--- src/rtl/lru_mon_pkg.sv ---
package lru_mon_pkg;

  localparam int unsigned MIN_GROUPS = 2;

  function automatic bit is_pow2(input int unsigned v);
    return (v != 0) && ((v & (v - 1)) == 0);
  endfunction

endpackage

--- src/rtl/lru_sat_cnt.sv ---
module lru_sat_cnt #(
  parameter int unsigned CNT_W = 16
) (
  input  logic             clk_i,
  input  logic             rst_ni,
  input  logic             clr_i,
  input  logic             inc_i,
  output logic [CNT_W-1:0] cnt_o
);

  localparam logic [CNT_W-1:0] CNT_MAX = '1;

  logic [CNT_W-1:0] cnt_q;

  always_ff @(posedge clk_i or negedge rst_ni) begin
    if (!rst_ni)                       cnt_q <= '0;
    else if (clr_i)                    cnt_q <= '0;
    else if (inc_i && cnt_q != CNT_MAX) cnt_q <= cnt_q + 1'b1;
  end

  assign cnt_o = cnt_q;

  assert_no_overflow_R7: assert property (@(posedge clk_i) disable iff (!rst_ni)
    (cnt_o == CNT_MAX && !clr_i) |=> cnt_o == CNT_MAX);

  assert_single_step_R1: assert property (@(posedge clk_i) disable iff (!rst_ni)
    !clr_i |=> (cnt_o == $past(cnt_o)) || (cnt_o == $past(cnt_o) + 1'b1));

endmodule

--- src/rtl/lru_grp_order.sv ---
module lru_grp_order #(
  parameter int unsigned NUM_GROUPS = 4,
  parameter int unsigned GRP_W      = $clog2(NUM_GROUPS)
) (
  input  logic             clk_i,
  input  logic             rst_ni,
  input  logic             upd_i,
  input  logic [GRP_W-1:0] grp_i,
  output logic [GRP_W-1:0] grp_rank_o
);

  logic [GRP_W-1:0]      rank_q [NUM_GROUPS];
  logic [NUM_GROUPS-1:0] used_mask;

  assign grp_rank_o = rank_q[grp_i];

  for (genvar g = 0; g < NUM_GROUPS; g++) begin : g_rank
    always_ff @(posedge clk_i or negedge rst_ni) begin
      if (!rst_ni) begin
        rank_q[g] <= GRP_W'(g);
      end else if (upd_i) begin
        if (grp_i == GRP_W'(g))           rank_q[g] <= '0;
        else if (rank_q[g] < grp_rank_o)  rank_q[g] <= rank_q[g] + 1'b1;
      end
    end
  end

  always_comb begin
    used_mask = '0;
    for (int g = 0; g < NUM_GROUPS; g++) used_mask[rank_q[g]] = 1'b1;
  end

  assert_rank_perm_R5: assert property (@(posedge clk_i) disable iff (!rst_ni)
    used_mask == '1);

  assert_mru_after_access_R5: assert property (@(posedge clk_i) disable iff (!rst_ni)
    upd_i |=> rank_q[$past(grp_i)] == '0);

  assert_order_hold_R8: assert property (@(posedge clk_i) disable iff (!rst_ni)
    !upd_i |=> $stable(grp_rank_o) || $changed(grp_i));

endmodule

--- src/rtl/lru_hit_monitor.sv ---
module lru_hit_monitor
  import lru_mon_pkg::*;
#(
  parameter  int unsigned NUM_WAYS   = 4,
  parameter  int unsigned NUM_SETS   = 8,
  parameter  int unsigned NUM_GROUPS = 4,
  parameter  int unsigned CNT_W      = 16,
  localparam int unsigned WAY_W      = $clog2(NUM_WAYS),
  localparam int unsigned SET_W      = $clog2(NUM_SETS),
  localparam int unsigned GRP_W      = $clog2(NUM_GROUPS)
) (
  input  logic             clk_i,
  input  logic             rst_ni,
  input  logic             clear_i,
  input  logic             acc_valid_i,
  input  logic             acc_hit_i,
  input  logic [SET_W-1:0] acc_set_i,
  input  logic [WAY_W-1:0] acc_rank_i,
  input  logic [WAY_W-1:0] rd_way_i,
  input  logic [GRP_W-1:0] rd_grp_i,
  output logic [CNT_W-1:0] rd_cnt_o,
  output logic [CNT_W-1:0] acc_cnt_o
);

  localparam int unsigned NUM_CELLS = NUM_WAYS * NUM_GROUPS;
  localparam int unsigned FLAT_W    = NUM_CELLS * CNT_W;

  if (!is_pow2(NUM_WAYS) || !is_pow2(NUM_SETS) || !is_pow2(NUM_GROUPS) ||
      NUM_GROUPS < MIN_GROUPS || NUM_GROUPS > NUM_SETS) begin : g_bad_cfg
    $error("lru_hit_monitor: unsupported geometry");
  end

  logic [GRP_W-1:0]  acc_grp;
  logic [GRP_W-1:0]  acc_grp_rank;
  logic              hit_ev;
  logic [CNT_W-1:0]  hit_cnt [NUM_WAYS][NUM_GROUPS];
  logic [FLAT_W-1:0] cnt_flat;

  // group = upper set-index bits
  assign acc_grp = acc_set_i[SET_W-1 -: GRP_W];
  assign hit_ev  = acc_valid_i && acc_hit_i;

  lru_grp_order #(
    .NUM_GROUPS (NUM_GROUPS),
    .GRP_W      (GRP_W)
  ) u_grp_order (
    .clk_i      (clk_i),
    .rst_ni     (rst_ni),
    .upd_i      (acc_valid_i),
    .grp_i      (acc_grp),
    .grp_rank_o (acc_grp_rank)
  );

  for (genvar w = 0; w < NUM_WAYS; w++) begin : g_way
    for (genvar j = 0; j < NUM_GROUPS; j++) begin : g_grp
      logic inc;
      assign inc = hit_ev && (acc_rank_i == WAY_W'(w)) && (acc_grp_rank == GRP_W'(j));

      lru_sat_cnt #(
        .CNT_W (CNT_W)
      ) u_cell (
        .clk_i  (clk_i),
        .rst_ni (rst_ni),
        .clr_i  (clear_i),
        .inc_i  (inc),
        .cnt_o  (hit_cnt[w][j])
      );

      assign cnt_flat[(w*NUM_GROUPS + j)*CNT_W +: CNT_W] = hit_cnt[w][j];
    end
  end

  lru_sat_cnt #(
    .CNT_W (CNT_W)
  ) u_acc_cnt (
    .clk_i  (clk_i),
    .rst_ni (rst_ni),
    .clr_i  (clear_i),
    .inc_i  (acc_valid_i),
    .cnt_o  (acc_cnt_o)
  );

  assign rd_cnt_o = hit_cnt[rd_way_i][rd_grp_i];

  assert_acc_count_R2: assert property (@(posedge clk_i) disable iff (!rst_ni)
    (acc_valid_i && !clear_i && acc_cnt_o != '1) |=> acc_cnt_o == $past(acc_cnt_o) + 1'b1);

  assert_miss_no_hit_R3: assert property (@(posedge clk_i) disable iff (!rst_ni)
    (acc_valid_i && !acc_hit_i && !clear_i) |=> $stable(cnt_flat));

  assert_idle_hold_R8: assert property (@(posedge clk_i) disable iff (!rst_ni)
    (!acc_valid_i && !clear_i) |=> ($stable(cnt_flat) && $stable(acc_cnt_o)));

  assert_clear_R9: assert property (@(posedge clk_i) disable iff (!rst_ni)
    clear_i |=> (acc_cnt_o == '0 && cnt_flat == '0));

endmodule

--- config.mk ---
export PLATFORM = sky130hd
export DESIGN_NAME = lru_hit_monitor
export DESIGN_NICKNAME = d
export VERILOG_FILES = /design/src/rtl/lru_mon_pkg.sv /design/src/rtl/lru_sat_cnt.sv /design/src/rtl/lru_grp_order.sv /design/src/rtl/lru_hit_monitor.sv
export SDC_FILE = /design/constraint.sdc
export NUM_CORES = 1
export LEC_CHECK = 0
export ABC_AREA = 1
export CAP_MARGIN = 20
export CORE_UTILIZATION = 40
export CTS_BUF_LIST = sky130_fd_sc_hd__clkbuf_4
export CTS_CLUSTER_DIAMETER = 150
export CTS_CLUSTER_SIZE = 8
export DETAILED_ROUTE_END_ITERATION = 8
export GPL_TIMING_DRIVEN = 0
export REMOVE_ABC_BUFFERS = 1
export SLEW_MARGIN = 20
export SYNTH_ARGS = -nofsm -noshare
export SYNTH_HDL_FRONTEND = slang
export SYNTH_SLANG_ARGS = --single-unit
--- constraint.sdc ---
create_clock -name clk_i -period 2.3 [get_ports clk_i]
set_clock_uncertainty 0.15 [all_clocks]
set_input_delay 0.345 -clock clk_i [delete_from_list [all_inputs] [get_ports clk_i]]
set_output_delay 0.345 -clock clk_i [all_outputs]
set_load 0.01 [all_outputs]
* Yosys cells after proc, flatten, opt, wreduce, memory -nomap -nowiden
Cells that the tools add are included.
Storage, ports and cells: register bits 280, logic and storage cells 195
Cells by class: $add $sub $neg 21, $lt $le $gt $ge 7, eq/ne operators 26, mux-type cells 51, bitwise logic cells 3, reduce and logical (&&, ||, !) cells 66
Operators with widths (count):
- two-way mux 16 bit | 36
- adder 16 x 1 -> 16 bit, second input constant | 17
- != test 16 bit, second input constant | 17
- binary-select mux 64 bit (select 2 bit) | 1
- two-way mux 64 bit | 2
- nonzero test 2 bit | 21
- logical AND 1 bit | 38
- binary-select mux 16 bit (select 2 bit) | 1
- two-way mux 2 bit | 10
- equality test 2 bit, second input constant | 6
- greater-or-equal comparator 3 bit, second input constant | 3
- inverter 2 -> 3 bit | 3
- adder 2 x 1 -> 2 bit, second input constant | 4
- < comparator 2 bit | 4
- AND reduction 2 bit | 4
- equality test 2 x 1 -> 1 bit, second input constant | 3
- zero test 2 bit | 3
- binary-select mux 2 bit (select 2 bit) | 1

* Logic depth before layout (Yosys ltp)
Gate-level depths: netlist of the first run.
depth in word-level cells 9, depth in mapped cells 13, gate-level depth less buffers 12

* By module
Synthesis of the first run repeated with hierarchy kept, for this count alone.
Unflattened totals: cells, all modules 3354, area total of the unflattened synthesis 21652.0 um2
Modules (own cells, without submodules):
- lru_sat_cnt | times used 17, cells each 144, area each 1037.2 um2
- lru_hit_monitor | times used 1, cells each 805, area each 3378.2 um2
- lru_grp_order | times used 1, cells each 101, area each 640.6 um2

* Worst setup path before layout of the first run
OpenSTA, ideal clock, no wires.
kind input to output, start point in rd_way_i[1], end point out rd_cnt_o[2], data arrival time 1.572 ns, setup slack 0.233 ns, cell stages on the path 8, cells stage by stage clkbuf_1 clkinv_1 clkbuf_1 clkbuf_1 o21ai_0 o211ai_1 nand3_1 nand2_1
Between the ends: cells in the longest elaborated chain, start to end 7
RTL lines:
- start, declared | line lru_hit_monitor.sv:19 | input logic [WAY_W-1:0] rd_way_i,
- inverter 2 -> 3 bit (implied by the code) | line lru_hit_monitor.sv:83 | assign rd_cnt_o = hit_cnt[rd_way_i][rd_grp_i];
- binary-select mux 64 bit (select 2 bit) | line lru_hit_monitor.sv:83
- two-way mux 64 bit (implied by the code) (2 in series) | line lru_hit_monitor.sv:83
- binary-select mux 16 bit (select 2 bit) | line lru_hit_monitor.sv:83
- two-way mux 16 bit (implied by the code) (2 in series) | line lru_hit_monitor.sv:83
- end, declared | line lru_hit_monitor.sv:21 | output logic [CNT_W-1:0] rd_cnt_o,
No other way between the ends. The select of a mux whose other input is x is not followed.

* Worst setup path in the final report of the first run
start point reg g_way[3].g_grp[3].u_cell.cnt_q[1], end point out rd_cnt_o[1]
Between the ends: cells in the longest elaborated chain, start to end 6
RTL lines:
- start, declared | line lru_sat_cnt.sv:13 | logic [CNT_W-1:0] cnt_q;
- start signal, assigned | line lru_sat_cnt.sv:18 | else if (inc_i && cnt_q != CNT_MAX) cnt_q <= cnt_q + 1'b1;
- binary-select mux 64 bit (select 2 bit) | line lru_hit_monitor.sv:83
- two-way mux 64 bit (implied by the code) (2 in series) | line lru_hit_monitor.sv:83
- binary-select mux 16 bit (select 2 bit) | line lru_hit_monitor.sv:83
- two-way mux 16 bit (implied by the code) (2 in series) | line lru_hit_monitor.sv:83
No other way between the ends. The select of a mux whose other input is x is not followed.

==> results of run 1 <==
## per-stage QoR
stage / power [mW] / setup WS [ns] / TNS, ns / utilization
after floorplan: 6.13 / -7.98 / -1683.14 / -
after global placement: 6.81 / -12.99 / -6217.42 / 0.420
after detailed placement: 6.86 / -1.58 / -371.24 / 0.425
after CTS: 10.0 / -0.504 / -5.75 / 0.466
after global routing: 10.5 / -0.562 / -5.97 / 0.480
final: 10.0 / -0.416 / -4.14 / 0.480
## worst max-delay path, stage by stage, from the launching register on
cell      delay [ns]
dfrtp_1         0.44
nor2_1          0.16
o22ai_2         0.14
o211ai_1        0.32
nand2_1         0.16
buf_2           0.17
## cell families (layout without fill, tap and decap cells)
group           Yosys count  in the layout
flops                   280            280
other cells               0              4
simple gates           1824           1824
xor+xnor                191            191
fa+ha+maj                21             21
compound gates          256            256
buf+inv                 454            579
## worst max path at each step
stage	from	end	slack [ns]	cells past startpoint
after floorplan	clear_i	u_acc_cnt.cnt_o[13]	-7.98	4
after global placement	clear_i	u_acc_cnt.cnt_o[12]	-12.99	5
after detailed placement	rd_way_i[1]	rd_cnt_o[15]	-1.58	9
after CTS	g_way[2].g_grp[3].u_cell.cnt_o[11]	rd_cnt_o[11]	-0.50	5
after global routing	g_way[2].g_grp[3].u_cell.cnt_o[11]	rd_cnt_o[11]	-0.56	5
final	g_way[3].g_grp[3].u_cell.cnt_o[1]	rd_cnt_o[1]	-0.42	5
## power groups by stage
stage / Combinational (mW) / Sequential [mW] / Clock (mW)
final: 1.96 / 5.13 / 2.94
after global routing: 2.13 / 5.15 / 3.25
after CTS: 1.84 / 5.13 / 3.07
after detailed placement: 1.63 / 5.23 / 0
after global placement: 1.59 / 5.22 / 0
after floorplan: 0.928 / 5.20 / 0
## per-layer routing
layer	track usage	up-vias
met1	0.323	10100
met3	0.0345	127
met4	0.0877	0
li1	-	10300
met5	0	-
met2	0.401	610
## placed cells by master, fill, tap and decap left out, types with 38 or more instances in the layout
cell type and count:
clkbuf_4 50, dfrtp_1 212, nand3_1 624, buf_4 153, nand4_1 75, o21ai_1 44, inv_1 261, nand2_1 649
xor2_1 177, nand3_2 42, nand3b_1 76, dfrtp_2 64, inv_2 38, nor3_1 54, o21ai_0 55, a21oi_1 61
nor2_1 225
## state kept, by name (all words and copies together) (netlist names)
signal and count:
u_grp_order.rank_q 8, u_acc_cnt.cnt_o 16, g_way.g_grp.u_cell.cnt_o 256
## repair_timing
action                                  in CTS  in global routing
resized for setup                          330                137
endpoints found under the hold margin      215                  0
hold buffers                                 6                  0
cloned                                       2                  0
endpoints found under the setup margin     299                222
pin swaps                                   73                 59
setup buffers                              118                 44
## layout make-up
class                      instances  share of cell area
multi-input combinational       2292               0.520
timing repair inverter             1            0.000310
antenna                            4            0.000413
clock buffer                      49              0.0152
timing repair buffer             222              0.0877
tap                              672              0.0347
sequential                       280               0.292
inverter                         307              0.0497
==> flow_summary.json, run 1 <==
{
  "avgSynthCellArea_um2": 6.81,
  "r2r_end": "g_way[2].g_grp[0].u_cell.cnt_o[0]",
  "post_dp_cell_area_um2": 21500,
  "path_clk_slew_ns": 0.11,
  "wl_met2_mm": 30.9,
  "avgViaCountPerCell": 5.51,
  "maxCapViolations": 0,
  "crit_required_ns": 1.80,
  "grt_pass1_wl_mm": 104,
  "relSlewSlack": 0.496,
  "setup_viol": 16,
  "seq_power_share": 0.512,
  "synth_top_area_share": 0.335,
  "min_period_ns": 2.72,
  "synth_flop_cell": "dfrtp_1",
  "antenna_found_initial": 2,
  "numCtsBuffers": 40,
  "dieArea_um2": 52400,
  "multi_input_area_um2": 12600,
  "final_cells": 3827,
  "final.setup.worst_slack_ns": -0.416,
  "path_class": "flop to output port",
  "drt_iter0_drc": 1837,
  "ioPinCount": 46,
  "p_leak_nw": 11.8,
  "wl_met3_mm": 3.47,
  "ys_seq_elements": 280,
  "seq_area_frac_synth": 0.340,
  "syn_area_um2": 20600,
  "postLayoutCellArea_um2": 24300,
  "core_um2": 50500,
  "synth_top_area_cell": "dfrtp_1",
  "yosys.cell_count.top_type": "nand3_1",
  "highest_layer": "met4",
  "max_freq_mhz": 368,
  "die_x_um": 229,
  "drc": 0,
  "r2r-start": "u_grp_order.rank_q[5]",
  "grt_max_degree": 157,
  "reg2reg_depth": 7,
  "hold_class": "primary input to flop",
  "rows": 82,
  "swShare": 0.342,
  "start_util": 0.408,
  "area_growth_pct": 17.7,
  "synthTopCellsByArea": "dfrtp_1 (34%), nand3_1 (16%), nand2_1 (12%)",
  "hold_ws_ns": 0.0812,
  "fin_nets": 3179,
  "cp-end-kind": "output port",
  "drive_above_1_share": 0.173,
  "ys_types": 37,
  "cp.arrival_ns": 2.22,
  "wl_met1_mm": 28.5,
  "grt_pass1_vias": 19400,
  "ys.warnings.count": 0,
  "synth_compound_area_frac": 0.0670,
  "synth_mux_area_frac": 0,
  "firstDrtPassIters": 6,
  "cts-root-buf": "clkbuf_4",
  "track_usage": 0.243,
  "cts_tree": "done",
  "cts_max_path_buffers": 3,
  "synth_xor_area_frac": 0.0812,
  "clk_latency_ns": 0.82,
  "dieHeight_um": 229,
  "synthSimpleGateAreaFrac": 0.410,
  "synth_top_family_by_area": "simple AND/OR/NAND/NOR gates",
  "p_int_mw": 6.60,
  "crit_fanout": 4,
  "synthTopCellsByCount": "nand3_1 (670), nand2_1 (664), inv_1 (300)",
  "power.density_nw_per_um2": 413,
  "wl_per_cell_um": 17.0,
  "whs_endpoint": "u_grp_order.rank_q[6]",
  "rrSetupSlack_ns": 0.13,
  "p_sw_mw": 3.43,
  "dp_hpwl_mm": 41.9,
  "h-tree-depth": 2,
  "clock_sinks": 280,
  "start_kind": "flop",
  "tightest_slew_ns": 0.754,
  "violations": "setup timing",
  "port-buffer-count": 44,
  "worstHoldStart": "acc_valid_i",
  "synthAdderAreaFrac": 0.0127,
  "slew_violations": 0,
  "gr-total-overflow": 0,
  "n_fill_cell": 5066,
  "synthCells": 3026,
  "async_flop_share": 1.00,
  "hold_viol": 0,
  "p_clk_frac": 0.293,
  "drt-total-wl_mm": 65.0,
  "drtAntennaViolNets": 0,
  "irDropWorstVdd_mv": 0.302,
  "synth_edf_count": 0,
  "place_inst": 3604,
  "period_share": 1.18,
  "seq_area_um2": 7090,
  "rsz0062_at_grt": "true",
  "status": "finished with violations",
  "hold-path-cell-count": 3,
  "p_comb_frac": 0.195,
  "place_congestion": 0.923,
  "via_count": 21100
}
Power figures use the tool's default switching activity.
==> run 2: changes to the inputs <==
--- a/config.mk
+++ b/config.mk
@@ -15,2 +15,4 @@
 export GPL_TIMING_DRIVEN = 0
+export PLACE_DENSITY = 0.57
+export RECOVER_POWER = 25
 export REMOVE_ABC_BUFFERS = 1
==> constraint.sdc (replaced) <==
create_clock -name clk_i -period 2.3 [get_ports clk_i]
set_clock_uncertainty 0.15 [all_clocks]
set_input_delay 0.46 -clock clk_i [delete_from_list [all_inputs] [get_ports clk_i]]
set_output_delay 0.46 -clock clk_i [all_outputs]
set_load 0.01 [all_outputs]
==> flow_summary.json, run 2 (synthesized netlist as in run 1, its figures left out) <==
{
  "hold_ws_ns": 0.159,
  "power.density_nw_per_um2": 409,
  "p_comb_frac": 0.216,
  "p_clk_frac": 0.287,
  "drt_iter0_drc": 1752,
  "postLayoutCellArea_um2": 25200,
  "status": "finished with violations",
  "largest_reg_flops": 256,
  "relSlewSlack": 0.411,
  "numCtsBuffers": 40,
  "cts_max_path_buffers": 3,
  "crit_required_ns": 1.69,
  "drive_above_1_share": 0.210,
  "irDropWorstVdd_mv": 0.288,
  "drtAntennaViolNets": 0,
  "p_leak_nw": 12.2,
  "start_kind": "flop",
  "maxCapViolations": 0,
  "cp_top_family": "flip-flops",
  "dp_hpwl_mm": 43.0,
  "finalSetupTns_ns": -5.28,
  "start_util": 0.408,
  "cp-end-kind": "output port",
  "max_freq_mhz": 370,
  "place_inst": 3604,
  "final_cells": 3882,
  "violations": "setup timing",
  "min_period_ns": 2.70,
  "drt-total-wl_mm": 71.3,
  "h-tree-depth": 2,
  "core_um2": 50500,
  "crit_fanout": 5,
  "die_x_um": 229,
  "path_class": "flop to output port",
  "clk_latency_ns": 0.82,
  "grt_pass1_vias": 19500,
  "firstDrtPassIters": 6,
  "seq_power_share": 0.497,
  "n_fill_cell": 5062,
  "p_int_mw": 6.75,
  "cts-root-buf": "clkbuf_4",
  "final.setup.worst_slack_ns": -0.405,
  "swShare": 0.346,
  "grt_pass1_wl_mm": 111,
  "tightest_slew_ns": 0.883,
  "drc": 0,
  "rows": 82,
  "ioPinCount": 46,
  "cp_slowest_cell": "dfrtp_2",
  "path_clk_slew_ns": 0.11,
  "post_dp_cell_area_um2": 21500,
  "track_usage": 0.264,
  "worstPathBufferInverterCount": 1,
  "setup_viol": 16,
  "rrSetupSlack_ns": 0.10,
  "pre_cts_slack_ns": -1.85,
  "path_cells": "nor2_1, o221ai_1, o211ai_1, nand2_2, buf_6",
  "period_share": 1.18,
  "area_growth_pct": 22.5,
  "slew_violations": 0,
  "grt_max_degree": 89,
  "hold_class": "primary input to flop",
  "final_cell_mix": "nand2_1 (647), nand3_1 (622), inv_1 (251)",
  "port-buffer-count": 44,
  "via_count": 21500,
  "power.total_mw": 10.3,
  "cts_tree": "done",
  "p_sw_mw": 3.57,
  "dieArea_um2": 52400,
  "cp_slowest_stage_delay_ns": 0.45,
  "hold_viol": 0,
  "wl_per_cell_um": 18.4,
  "rsz0062_at_grt": "true",
  "antenna_found_initial": 1,
  "clock_sinks": 280,
  "gr-total-overflow": 0,
  "dieHeight_um": 229,
  "cp.arrival_ns": 2.09,
  "final_util": 0.500,
  "layout_commonest_cell": "nand2_1",
  "avgViaCountPerCell": 5.53,
  "fin_nets": 3234,
  "place_congestion": 0.916
}
[run 2: cell count changes in the layout (fill, tap and decap cells not counted), sizes merged, moves of 2 or more]
cell / delta
dlygate4sd3: -2
inv: +3
diode: -3
bufbuf: +6
clkdlybuf4s50: -4
clkbuf: +3
nand3: +4
dlygate4sd2: +4
buf: +43
[run 2: metal layers]
metal / GRT usage / vias to the layer above / part of all wire
met3: 0.0304 / 122 / 0.060
met2: 0.414 / 703 / 0.45
met5: 0 / - / 0
met4: 0.0981 / 0 / 0.036
li1: - / 10400 / -
met1: 0.373 / 10200 / 0.45
[run 2: final timing paths]
check / depth (start not counted) / from / end
worst max-delay path: 5 / g_way[3].g_grp[1].u_cell.cnt_o[11] / rd_cnt_o[11]
worst min-delay path: 3 / acc_valid_i / u_grp_order.rank_q[1]
worst max register to register: 10 / u_grp_order.rank_q[0] / g_way[3].g_grp[3].u_cell.cnt_o[6]
worst min register to register: 2 / u_grp_order.rank_q[4] / u_grp_order.rank_q[4]
max in group asynchronous: 4 / rst_ni / g_way[0].g_grp[0].u_cell.cnt_o[10]
min in group asynchronous: 3 / rst_ni / g_way[2].g_grp[3].u_cell.cnt_o[14]
[run 2: final cells by class]
cell class                      count  area (µm²)  share of cell area
Clock buffer                       50         375              0.0149
Tap cell                          672         841              0.0333
Timing Repair Buffer              271        2760               0.109
Inverter                          307        1230              0.0489
Multi-Input combinational cell   2296       12900               0.510
Sequential cell                   280        7110               0.282
Antenna cell                        1        2.50           0.0000991
Clock inverter                      2        7.51            0.000297
Timing Repair inverter              3        25.0            0.000991
[run 2: worst min-delay path, stage by stage]
cell	delay, ns
dlygate4sd2_1	0.44
nand3_1	0.18
nand2_1	0.05
[run 2: power groups by stage]
| stage | clock network [mW] | registers, mW | logic (mW) |
|---|---|---|---|
| 2_1_floorplan | 0 | 5.20 | 0.928 |
| 3_3_place_gp | 0 | 5.22 | 1.63 |
| 3_5_place_dp | 0 | 5.22 | 1.67 |
| 4_1_cts | 3.08 | 5.12 | 2.08 |
| 5_1_grt | 3.28 | 5.14 | 2.40 |
| 6_report | 2.97 | 5.12 | 2.23 |
[run 2: what timing repair did]
action | in CTS | in global routing
buffers inserted | 148 | 55
gates cloned | 13 | 6
endpoints found under the setup margin | 299 | 229
pin swaps | 83 | 55
hold buffers | 3 | 0
endpoints found under the hold margin | 276 | 0
resized for setup | 438 | 142
==> run 3: changes to the inputs <==
--- a/constraint.sdc
+++ b/constraint.sdc
@@ -4,2 +4,2 @@
 set_output_delay 0.46 -clock clk_i [all_outputs]
-set_load 0.01 [all_outputs]
+set_load 0.05 [all_outputs]
==> flow_summary.json, run 3 (synthesized netlist as in run 1, its figures left out) <==
{
  "gr-total-overflow": 0,
  "grt_pass1_vias": 19300,
  "postLayoutCellArea_um2": 24500,
  "max_freq_mhz": 358,
  "period_share": 1.21,
  "path_clk_slew_ns": 0.11,
  "status": "finished with violations",
  "drive_above_1_share": 0.169,
  "pre_cts_slack_ns": -2.11,
  "min_period_ns": 2.79,
  "maxCapViolations": 0,
  "layout_commonest_cell": "nand2_1",
  "cts_max_path_buffers": 3,
  "n_fill_cell": 5160,
  "use_met1": 0.363,
  "drc": 0,
  "cp.arrival_ns": 2.18,
  "crit_path_frequent_cell": "o211ai_1",
  "p_leak_nw": 11.9,
  "grt-busiest-layer": "met2",
  "slew_violations": 0,
  "numCtsBuffers": 40,
  "start_util": 0.408,
  "rows": 82,
  "power.density_nw_per_um2": 425,
  "track_usage": 0.259,
  "dp_hpwl_mm": 43.0,
  "clock_sinks": 280,
  "port-buffer-count": 44,
  "relSlewSlack": 0.416,
  "drtAntennaViolNets": 0,
  "largest_reg_flops": 256,
  "firstDrtPassIters": 7,
  "dieArea_um2": 52400,
  "path_class": "flop to output port",
  "final_cell_mix": "nand2_1 (648), nand3_1 (635), inv_1 (279)",
  "path_cells": "o21ai_2, o211ai_1, o211ai_1, nand2_2, buf_8",
  "tightest_slew_ns": 0.876,
  "worstPathBufferInverterCount": 1,
  "avgViaCountPerCell": 5.51,
  "clk_latency_ns": 0.83,
  "fin_nets": 3177,
  "crit_required_ns": 1.69,
  "rsz0062_at_grt": "true",
  "ioPinCount": 46,
  "cp_top_family": "compound AO/OA/AOI/OAI gates",
  "hold_class": "primary input to flop",
  "grt_pass1_wl_mm": 109,
  "via_count": 21100,
  "wl_per_cell_um": 18.2,
  "die_x_um": 229,
  "antenna_found_initial": 1,
  "grt_max_degree": 89,
  "violations": "setup timing",
  "dieHeight_um": 229,
  "worstHoldStart": "acc_valid_i",
  "start_kind": "flop",
  "startpoint": "g_way[2].g_grp[2].u_cell.cnt_o[11]",
  "cp-end-kind": "output port",
  "cts-root-buf": "clkbuf_4",
  "cts_tree": "done",
  "drt-total-wl_mm": 69.5,
  "final.setup.worst_slack_ns": -0.492,
  "post_dp_cell_area_um2": 21500,
  "drt_iter0_drc": 1830,
  "irDropWorstVdd_mv": 0.284,
  "h-tree-depth": 2,
  "hold_viol": 0,
  "power.total_mw": 10.4,
  "setup_viol": 16,
  "met2_usage": 0.409,
  "crit_fanout": 2,
  "core_um2": 50500,
  "r2r-start": "g_way[2].g_grp[1].u_cell.cnt_o[1]",
  "cp_slowest_cell": "dfrtp_2",
  "cp_slowest_stage_delay_ns": 0.41,
  "grt_use_met3": 0.0321,
  "area_growth_pct": 18.6,
  "place_congestion": 0.916
}
==> run 3: cell count changes in the layout (fill, tap and decap cells not counted), moves of 13 or more <==
cell	delta
dfrtp_1	+21
inv_2	-29
o21ai_0	+17
nand3_1	+13
buf_4	-53
dfrtp_2	-21
inv_1	+28
a21oi_1	+15
o21ai_2	-21
dlygate4sd2_1	-16
==> run 3: final timing paths <==
kind                                                      end  slack [ns]  cells past startpoint
max                                              rd_cnt_o[11]       -0.49                      5
min                                     u_grp_order.rank_q[1]        0.14                      3
max reg2reg                g_way[2].g_grp[1].u_cell.cnt_o[11]        0.06                     11
min reg2reg                             u_grp_order.rank_q[4]        0.35                      2
max in group asynchronous   g_way[0].g_grp[0].u_cell.cnt_o[7]        0.10                      4
min in group asynchronous  g_way[3].g_grp[3].u_cell.cnt_o[14]        0.70                      3
==> run 3: final cells by class <==
cell class / count / area, µm² / share of cell area
multi-input combinational: 2294 / 12600 / 0.514
sequential: 280 / 7090 / 0.290
timing repair buffer: 216 / 2320 / 0.0947
inverter: 307 / 1230 / 0.0504
tap: 672 / 841 / 0.0344
clock buffer: 50 / 375 / 0.0153
timing repair inverter: 3 / 25.0 / 0.00102
clock inverter: 2 / 7.51 / 0.000307
antenna: 1 / 2.50 / 0.000102
==> run 3: power breakdown <==
group          internal, mW  switching (mW)  total (mW)  leakage [nW]
Clock                 0.988            1.97        2.96         0.239
Sequential             5.02           0.107        5.13          3.79
Combinational         0.764            1.55        2.32          7.82
Total                  6.77            3.63        10.4          11.9
==> run 3: metal layers <==
metal / wire [µm] / part of all wire
met1: 31600 / 0.45
met2: 31700 / 0.46
met3: 3970 / 0.057
met4: 2220 / 0.032
met5: 0 / 0
==> run 3: worst reg2reg max path, cell delays in order, from the launching register on <==
cell and delay, ns:
dfrtp_1 0.42, buf_4 0.15, ha_1 0.24, nand2_1 0.11
nor2_2 0.21, nand2_1 0.13, nand3b_1 0.24, inv_1 0.14
nor2_4 0.04, buf_12 0.14, nand3b_1 0.09, nand2_1 0.06
==> run 3: repair_timing <==
| item | 4_1_cts | 5_1_grt |
|---|---|---|
| gates resized for setup | 433 | 131 |
| setup endpoints to repair | 299 | 234 |
| hold endpoints to repair | 276 | 0 |
| buffers inserted | 105 | 45 |
| gates cloned | 11 | 4 |
| pin swaps | 55 | 45 |
| hold buffers | 3 | 0 |
==> run 3: stage by stage <==
step,utilization,cells,setup TNS (ns),hold slack [ns]
2_1_floorplan,-,2879,-1721.59,0.0144
3_3_place_gp,0.420,3595,-6376.52,0.327
3_5_place_dp,0.425,3604,-392.43,0.294
4_1_cts,0.468,3775,-7.46,0.0808
5_1_grt,0.484,3825,-14.84,0.148
6_report,0.484,3825,-6.81,0.141
